**src/rtl/line_repeater.sv**
```systemverilog
module line_repeater #(
  parameter int EDGE_DLY = 4
) (
  input  logic clk,
  input  logic rst_n,
  input  logic card_lvl,
  input  logic host_lvl,
  output logic card_pull_lo,
  output logic card_pull_hi,
  output logic host_pull_lo,
  output logic host_pull_hi
);

  localparam int CW = $clog2(EDGE_DLY + 1);
  localparam logic [CW-1:0] LAST = CW'(EDGE_DLY - 1);

  typedef enum logic [2:0] {S_IDLE, S_WAIT, S_HOLD, S_PULSE, S_REARM} st_t;

  st_t           st;
  logic          host_master;
  logic [CW-1:0] cnt;
  logic          card_q, host_q;

  wire card_fall  = card_q & ~card_lvl;
  wire host_fall  = host_q & ~host_lvl;
  wire master_lvl = host_master ? host_lvl : card_lvl;

  always_ff @(posedge clk) begin
    if (!rst_n) begin
      st          <= S_IDLE;
      cnt         <= '0;
      host_master <= 1'b0;
      card_q      <= 1'b1;
      host_q      <= 1'b1;
    end else begin
      card_q <= card_lvl;
      host_q <= host_lvl;
      case (st)
        S_IDLE:
          if (host_fall | card_fall) begin
            host_master <= host_fall;
            cnt         <= '0;
            st          <= S_WAIT;
          end
        S_WAIT:
          if (master_lvl)       st <= S_REARM;
          else if (cnt == LAST) st <= S_HOLD;
          else                  cnt <= cnt + 1'b1;
        S_HOLD:
          if (master_lvl) begin
            cnt <= '0;
            st  <= S_PULSE;
          end
        S_PULSE:
          if (cnt == LAST) st <= S_REARM;
          else             cnt <= cnt + 1'b1;
        S_REARM:
          if (card_lvl & host_lvl) st <= S_IDLE;
        default: st <= S_IDLE;
      endcase
    end
  end

  wire drive_lo = (st == S_HOLD);
  wire drive_hi = (st == S_PULSE);

  assign card_pull_lo = drive_lo &  host_master;
  assign host_pull_lo = drive_lo & ~host_master;
  assign card_pull_hi = drive_hi &  host_master;
  assign host_pull_hi = drive_hi & ~host_master;

endmodule


```
**config.mk**
```make
export PLATFORM = sky130hd
export DESIGN_NAME = line_repeater
export DESIGN_NICKNAME = d
export VERILOG_FILES = /design/src/rtl/line_repeater.sv
export SDC_FILE = /design/constraint.sdc
export NUM_CORES = 1
export LEC_CHECK = 0
export ABC_CLOCK_PERIOD_IN_PS = 3210
export BUFFER_PORTS_ARGS = -buffer_cell sky130_fd_sc_hd__clkbuf_2
export CELL_PAD_IN_SITES_DETAIL_PLACEMENT = 1
export CELL_PAD_IN_SITES_GLOBAL_PLACEMENT = 1
export CORE_AREA = 2 2 39 41
export DETAILED_ROUTE_END_ITERATION = 7
export DIE_AREA = 0 0 41 43
export PLACE_DENSITY = 0.81
export REMOVE_ABC_BUFFERS = 1
export SKIP_CTS_REPAIR_TIMING = 1
export SYNTH_ARGS = -nofsm -noshare
export SYNTH_HDL_FRONTEND = slang
export SYNTH_SLANG_ARGS = --single-unit
```
**constraint.sdc**
```tcl
create_clock -name clk -period 3.21 [get_ports clk]
set_clock_uncertainty 0.05 [all_clocks]
set_input_delay 0.642 -clock clk [delete_from_list [all_inputs] [get_ports clk]]
set_output_delay 0.642 -clock clk [all_outputs]
set_load 0.02 [all_outputs]
```
==> results of run 1 <==
-- through the flow --
stage	instance area, um2	util, %	hold slack, ns
floorplan	509	-	0.397
global placement	564	40.8	0.428
detailed placement	564	40.8	0.415
CTS	591	42.7	0.423
global route	591	42.7	0.445
finish	591	42.7	0.419
-- routing by layer --
layer  vias to the layer above  track usage (%)  part of all wire [%]
li1                        230                -                     -
met1                       226             19.3                    43
met2                        11             26.3                    53
met3                         0             7.33                   4.3
met4                         0             6.00                     0
met5                         -                0                     0
-- sequential cells by signal, indices dropped and copies added (netlist names) --
| register | count |
|---|---|
| cnt | 3 |
| st | 3 |
| host_master | 1 |
| host_q | 1 |
| card_q | 1 |
-- cell type report --
type	count	area, um2
inverter	3	11.3
multi-input combinational	43	318
tap	16	20.0
timing repair buffer	7	35.0
fill	173	793
sequential	9	180
clock buffer	4	26.3
-- power by group --
| group | switching, uW | internal, uW | total (uW) |
|---|---|---|---|
| registers | 9.09 | 118 | 127 |
| logic | 17.1 | 15.6 | 32.7 |
| clock network | 39.0 | 47.9 | 86.9 |
| total | 65.2 | 182 | 247 |
-- final timing paths --
check / slack [ns] / cells past startpoint / start / endpoint
setup / recovery: 1.04 / 3 / st[1] / card_pull_lo
hold / removal: 0.42 / 2 / cnt[2] / cnt[2]
setup reg to reg: 1.48 / 3 / host_master / st[0]
hold reg to reg: 0.42 / 2 / cnt[2] / cnt[2]
-- cell usage in the layout, fill, tap and decap left out, drive strengths merged, types with 2 or more instances in the layout --
cell    synthesis  final
dfxtp           9      9
o211ai          3      3
a21oi           2      2
clkbuf          2     11
nand2           3      3
ha              2      2
inv             3      3
nand2b          5      5
nand3           3      3
a21boi          2      2
nor3b           2      2
o31ai           3      3
-- cells by family after synthesis --
kind of cell	Yosys count	share of synthesized area, %
compound gates	14	19.2
fa+ha+maj	2	4.80
buf+inv	6	4.56
flops	9	34.5
mux	2	4.80
simple gates	25	32.1
-- worst max-delay path: cells and delay by family, from the launching register on --
kind / cells / cell delay [ns]
AND/OR/NAND/NOR: 2 / 0.55
flip-flops: 1 / 0.51
buffers and inverters: 1 / 0.16
==> results.py, run 1 <==
metrics = {
    "status": {
        "outcome": "finished clean",
    },
    "worst_setup_path": {
        "cp_slowest_cell": "dfxtp_1",
        "cp_max_fo": 11,
        "endpoint_kind": "output pin",
        "startpoint_type": "flop",
        "crit_required_ns": 2.52,
        "worstSetupPathType": "flop to output pin",
        "cp.arrival_ns": 1.48,
        "critPathMaxStageDelay_ns": 0.51,
        "path_cells": "nor3b_1 -> and2_2 -> clkbuf_2",
    },
    "cts": {
        "cts_num_sinks": 9,
        "clkLatencyLatePin_ns": 0.26,
        "cts_buffer_depth": 2,
        "path_clk_slew_ns": 0.06,
        "htree_levels": 1,
        "cts_buffers": 3,
        "cts_tree": "yes",
        "cts-root-buf": "clkbuf_4",
    },
    "route": {
        "firstDrtPassIters": 4,
        "ant_nets": 0,
        "avgViaCountPerCell": 5.70,
        "wl_per_cell_um": 14.2,
        "drt-total-wl_um": 1170,
        "vias": 467,
        "drc": 0,
        "drt-initial-drc-count": 9,
    },
    "power": {
        "total_power_uw": 247,
        "power_density_mw_per_mm2": 418,
        "ir_drop_uv": 200,
        "p_leak_uw": 0.000244,
    },
    "synthesis": {
        "syn_area_per_cell_um2": 9.00,
        "synth.distinct_cells": 32,
        "ys_seq_area_share_pct": 34.5,
        "synth.most_common_cell": "dfxtp_1",
        "synth_warnings": 0,
        "synthTopCellsByCount": "dfxtp_1 (9), nand2b_1 (5)",
        "synth_top_area_share_pct": 34.5,
        "async_flop_share_pct": 0,
        "syn_area_um2": 522,
        "synth_seq_cells": 9,
        "synth_edf_count": 0,
        "syn_inst": 58,
        "netlist.top_cell.by_area": "dfxtp_1",
        "synth_flop_cell": "dfxtp_1",
        "yosys-top-cells-area": "dfxtp_1 (35%), nand2b_1 (6.0%), ha_1 (4.8%), o211ai_1 (4.3%), o31ai_1 (4.3%)",
    },
    "layout": {
        "final_nets": 73,
        "area_growth_pct": 13.2,
        "fin_cells": 82,
        "antenna_cells": 0,
        "drive_gt1_share_pct": 21.2,
    },
    "global_route": {
        "track_usage_pct": 16.8,
        "grt_max_degree": 13,
        "grt_pass1_wl_um": 2010,
        "antenna_found_initial": 0,
        "overflow": 0,
        "grt_pass1_vias": 463,
    },
    "placement": {
        "post-place-ws_ns": 1.20,
        "io_buffers": 7,
        "placed_cells": 78,
        "place_hpwl_um": 891,
        "gp_congestion": 0.760,
    },
    "floorplanning": {
        "fp.dieW_um": 41,
        "num_io_pins": 8,
        "die_y_um": 43,
        "dieArea_mm2": 0.00176,
        "core_mm2": 0.00138,
        "rows": 14,
        "initial_utilization_pct": 37.7,
    },
    "timing": {
        "fin_crit_ns": 2.17,
        "max_clock_freq_mhz": 461,
        "slew_headroom_pct": 64.2,
        "worst_slack_ns": 1.04,
        "timing.setup.tns_ns": 0,
        "finalSetupViolations": 0,
        "worst_pin_slew_ns": 0.522,
        "hold_violations": 0,
        "grt_setup_unrepaired": "no",
        "fin_crit_sh_pct": 67.6,
        "slew_viol_final": 0,
    },
    "run": {
        "max-cap-violations": 0,
    },
    "min_path": {
        "hp-class": "flop to flop",
    },
}
Power figures use the tool's default switching activity.
==> run 2, diff against run 1 <==
ABC_AREA = 1   (was default)
ABC_CLOCK_PERIOD_IN_PS = 2000   (was 3210)
CORE_AREA = default   (was 2 2 39 41)
CORE_MARGIN = 2   (was default)
CORE_UTILIZATION = 36   (was default)
DIE_AREA = default   (was 0 0 41 43)
clock period = 2 ns   (was 3.21 ns; I/O delays follow)
==> results.py, run 2 <==
metrics = {
    "synthesis": {
        "synthTopCellsByCount": "nand2_1 (24), nor2_1 (21), dfxtp_1 (9)",
        "syn_area_per_cell_um2": 6.06,
        "syn_inst": 96,
        "netlist.top_cell.by_area": "dfxtp_1",
        "synth_seq_cells": 9,
        "synth.distinct_cells": 18,
        "synth.most_common_cell": "nand2_1",
        "ys_seq_area_share_pct": 31.0,
        "syn_area_um2": 582,
        "synth_warnings": 0,
        "synth_top_area_share_pct": 31.0,
        "synth_edf_count": 0,
        "yosys-top-cells-area": "dfxtp_1 (31%), nand2_1 (15%), nor2_1 (14%), nand2_2 (6.5%), nand3_1 (6.0%)",
        "async_flop_share_pct": 0,
        "synth_flop_cell": "dfxtp_1",
    },
    "timing": {
        "timing.setup.tns_ns": 0,
        "fin_crit_ns": 1.75,
        "finalSetupViolations": 0,
        "fin_crit_sh_pct": 87.4,
        "grt_setup_unrepaired": "no",
        "slew_viol_final": 0,
        "worst_pin_slew_ns": 0.266,
        "hold_violations": 0,
        "max_clock_freq_mhz": 572,
        "slew_headroom_pct": 82.3,
    },
    "worst_setup_path": {
        "worstSetupPathType": "flop to output pin",
        "cp_slowest_cell": "dfxtp_1",
        "endpoint_kind": "output pin",
        "cp.arrival_ns": 1.30,
        "r2r_cells": 8,
        "crit_required_ns": 1.55,
        "path_cells": "inv_2 -> nor2_2 -> nand2_1 -> nor2_1 -> clkbuf_2",
        "path_delay_family": "simple AND/OR/NAND/NOR gates",
        "worst-path-stages": 5,
        "startpoint_type": "flop",
        "critPathMaxStageDelay_ns": 0.37,
        "path_buf_inv": 2,
        "cp_max_fo": 6,
    },
    "power": {
        "power_density_mw_per_mm2": 1350,
        "p_leak_uw": 0.000361,
        "ir_drop_uv": 516,
    },
    "route": {
        "drt-total-wl_um": 1370,
        "ant_nets": 0,
        "vias": 600,
        "firstDrtPassIters": 2,
        "avgViaCountPerCell": 4.92,
        "wl_per_cell_um": 11.2,
        "drc": 0,
        "drt-initial-drc-count": 3,
    },
    "run": {
        "max-cap-violations": 0,
    },
    "layout": {
        "final_nets": 113,
        "stdcell_area_um2": 659,
        "final_core_util_pct": 43.8,
        "drive_gt1_share_pct": 25.5,
        "layout_common_cells": "nand2_1 (24), nor2_1 (21), dfxtp_1 (9)",
        "antenna_cells": 0,
        "top_regs": "cnt: 3 flops, st: 3 flops",
        "area_growth_pct": 13.3,
        "final_common_cell": "nand2_1",
        "fillCellCount": 223,
    },
    "floorplanning": {
        "initial_utilization_pct": 38.6,
        "fp.dieW_um": 44.2,
        "core_mm2": 0.00151,
        "rows": 14,
        "die_y_um": 44.2,
        "dieArea_mm2": 0.00195,
        "num_io_pins": 8,
    },
    "global_route": {
        "overflow": 0,
        "grt_pass1_wl_um": 2390,
        "grt_max_degree": 9,
        "grt_pass1_vias": 618,
        "antenna_found_initial": 0,
        "track_usage_pct": 17.2,
    },
    "placement": {
        "io_buffers": 7,
        "place_hpwl_um": 1180,
        "placed_cell_area_um2": 633,
        "gp_congestion": 0.773,
    },
    "cts": {
        "clkLatencyLatePin_ns": 0.27,
        "cts_num_sinks": 9,
        "path_clk_slew_ns": 0.06,
        "cts_tree": "yes",
        "cts_buffer_depth": 2,
        "htree_levels": 1,
        "cts-root-buf": "clkbuf_4",
        "cts_buffers": 3,
    },
    "min_path": {
        "hold_path_depth": 3,
        "hp-class": "input pin to flop",
    },
    "status": {
        "outcome": "finished clean",
    },
}
-- run 2: changes by cell type in the layout (fill, tap and decap cells not counted), moves of 3 or more --
| cell | before | now |
|---|---|---|
| nor2_1 | 1 | 21 |
| nand2_1 | 3 | 24 |
| o31ai_1 | 3 | 0 |
| nand2b_1 | 5 | 0 |
| nand3_1 | 3 | 7 |
| inv_2 | 0 | 5 |
| inv_1 | 3 | 8 |
| nand2_2 | 0 | 6 |
| o211ai_1 | 3 | 0 |
-- run 2: final timing paths --
kind | from | end | slack (ns)
min | card_lvl | card_q | 0.35
max | st[0] | host_pull_hi | 0.25
min reg2reg | cnt[2] | cnt[2] | 0.44
max reg2reg | cnt[0] | cnt[1] | 0.51
-- run 2: logic make-up (layout without fill, tap and decap cells) --
| family | after synthesis | after routing | share of synthesized area (%) |
|---|---|---|---|
| fa+ha+maj | 2 | 2 | 4.30 |
| compound gates | 5 | 5 | 4.30 |
| flops | 9 | 9 | 31.0 |
| simple gates | 66 | 66 | 51.4 |
| buf+inv | 14 | 24 | 9.03 |
-- run 2: report_power, final --
| part | internal [uW] | total (uW) | switching [uW] |
|---|---|---|---|
| clock | 77.0 | 142 | 65.4 |
| sequential | 228 | 278 | 49.7 |
| combinational | 166 | 469 | 304 |
| total | 471 | 889 | 419 |
-- run 2: layout make-up --
| class | instances | area (um2) | share of cell area (%) |
|---|---|---|---|
| repair buffers | 7 | 35.0 | 5.31 |
| flip-flops and latches | 9 | 180 | 27.3 |
| multi-input cells | 73 | 349 | 52.9 |
| well taps | 16 | 20.0 | 3.04 |
| inverters | 13 | 48.8 | 7.40 |
| clock buffers | 4 | 26.3 | 3.98 |
-- run 2: metal layers --
layer / up-vias / GRT usage (%) / wire length (um)
li1: 312 / - / -
met1: 272 / 18.1 / 604
met2: 11 / 30.6 / 682
met3: 5 / 2.45 / 43
met4: 0 / 12.7 / 38
met5: - / 0 / 0
-- run 2: tightest hold or removal path: stages --
cell      delay, ns
clkbuf_2       0.11
inv_1          0.07
nand2_1        0.06
-- run 2: metrics by stage --
| stage | hold slack [ns] | worst slack, ns | instances | power (uW) |
|---|---|---|---|---|
| 3_3_place_gp | 0.420 | 0.551 | 118 | 736 |
| 3_5_place_dp | 0.433 | 0.509 | 118 | 755 |
| 4_1_cts | 0.357 | 0.252 | 122 | 902 |
| 5_1_grt | 0.363 | 0.118 | 122 | 990 |
| 6_report | 0.352 | 0.252 | 122 | 889 |
| 2_1_floorplan | 0.405 | 0.603 | 95 | 649 |
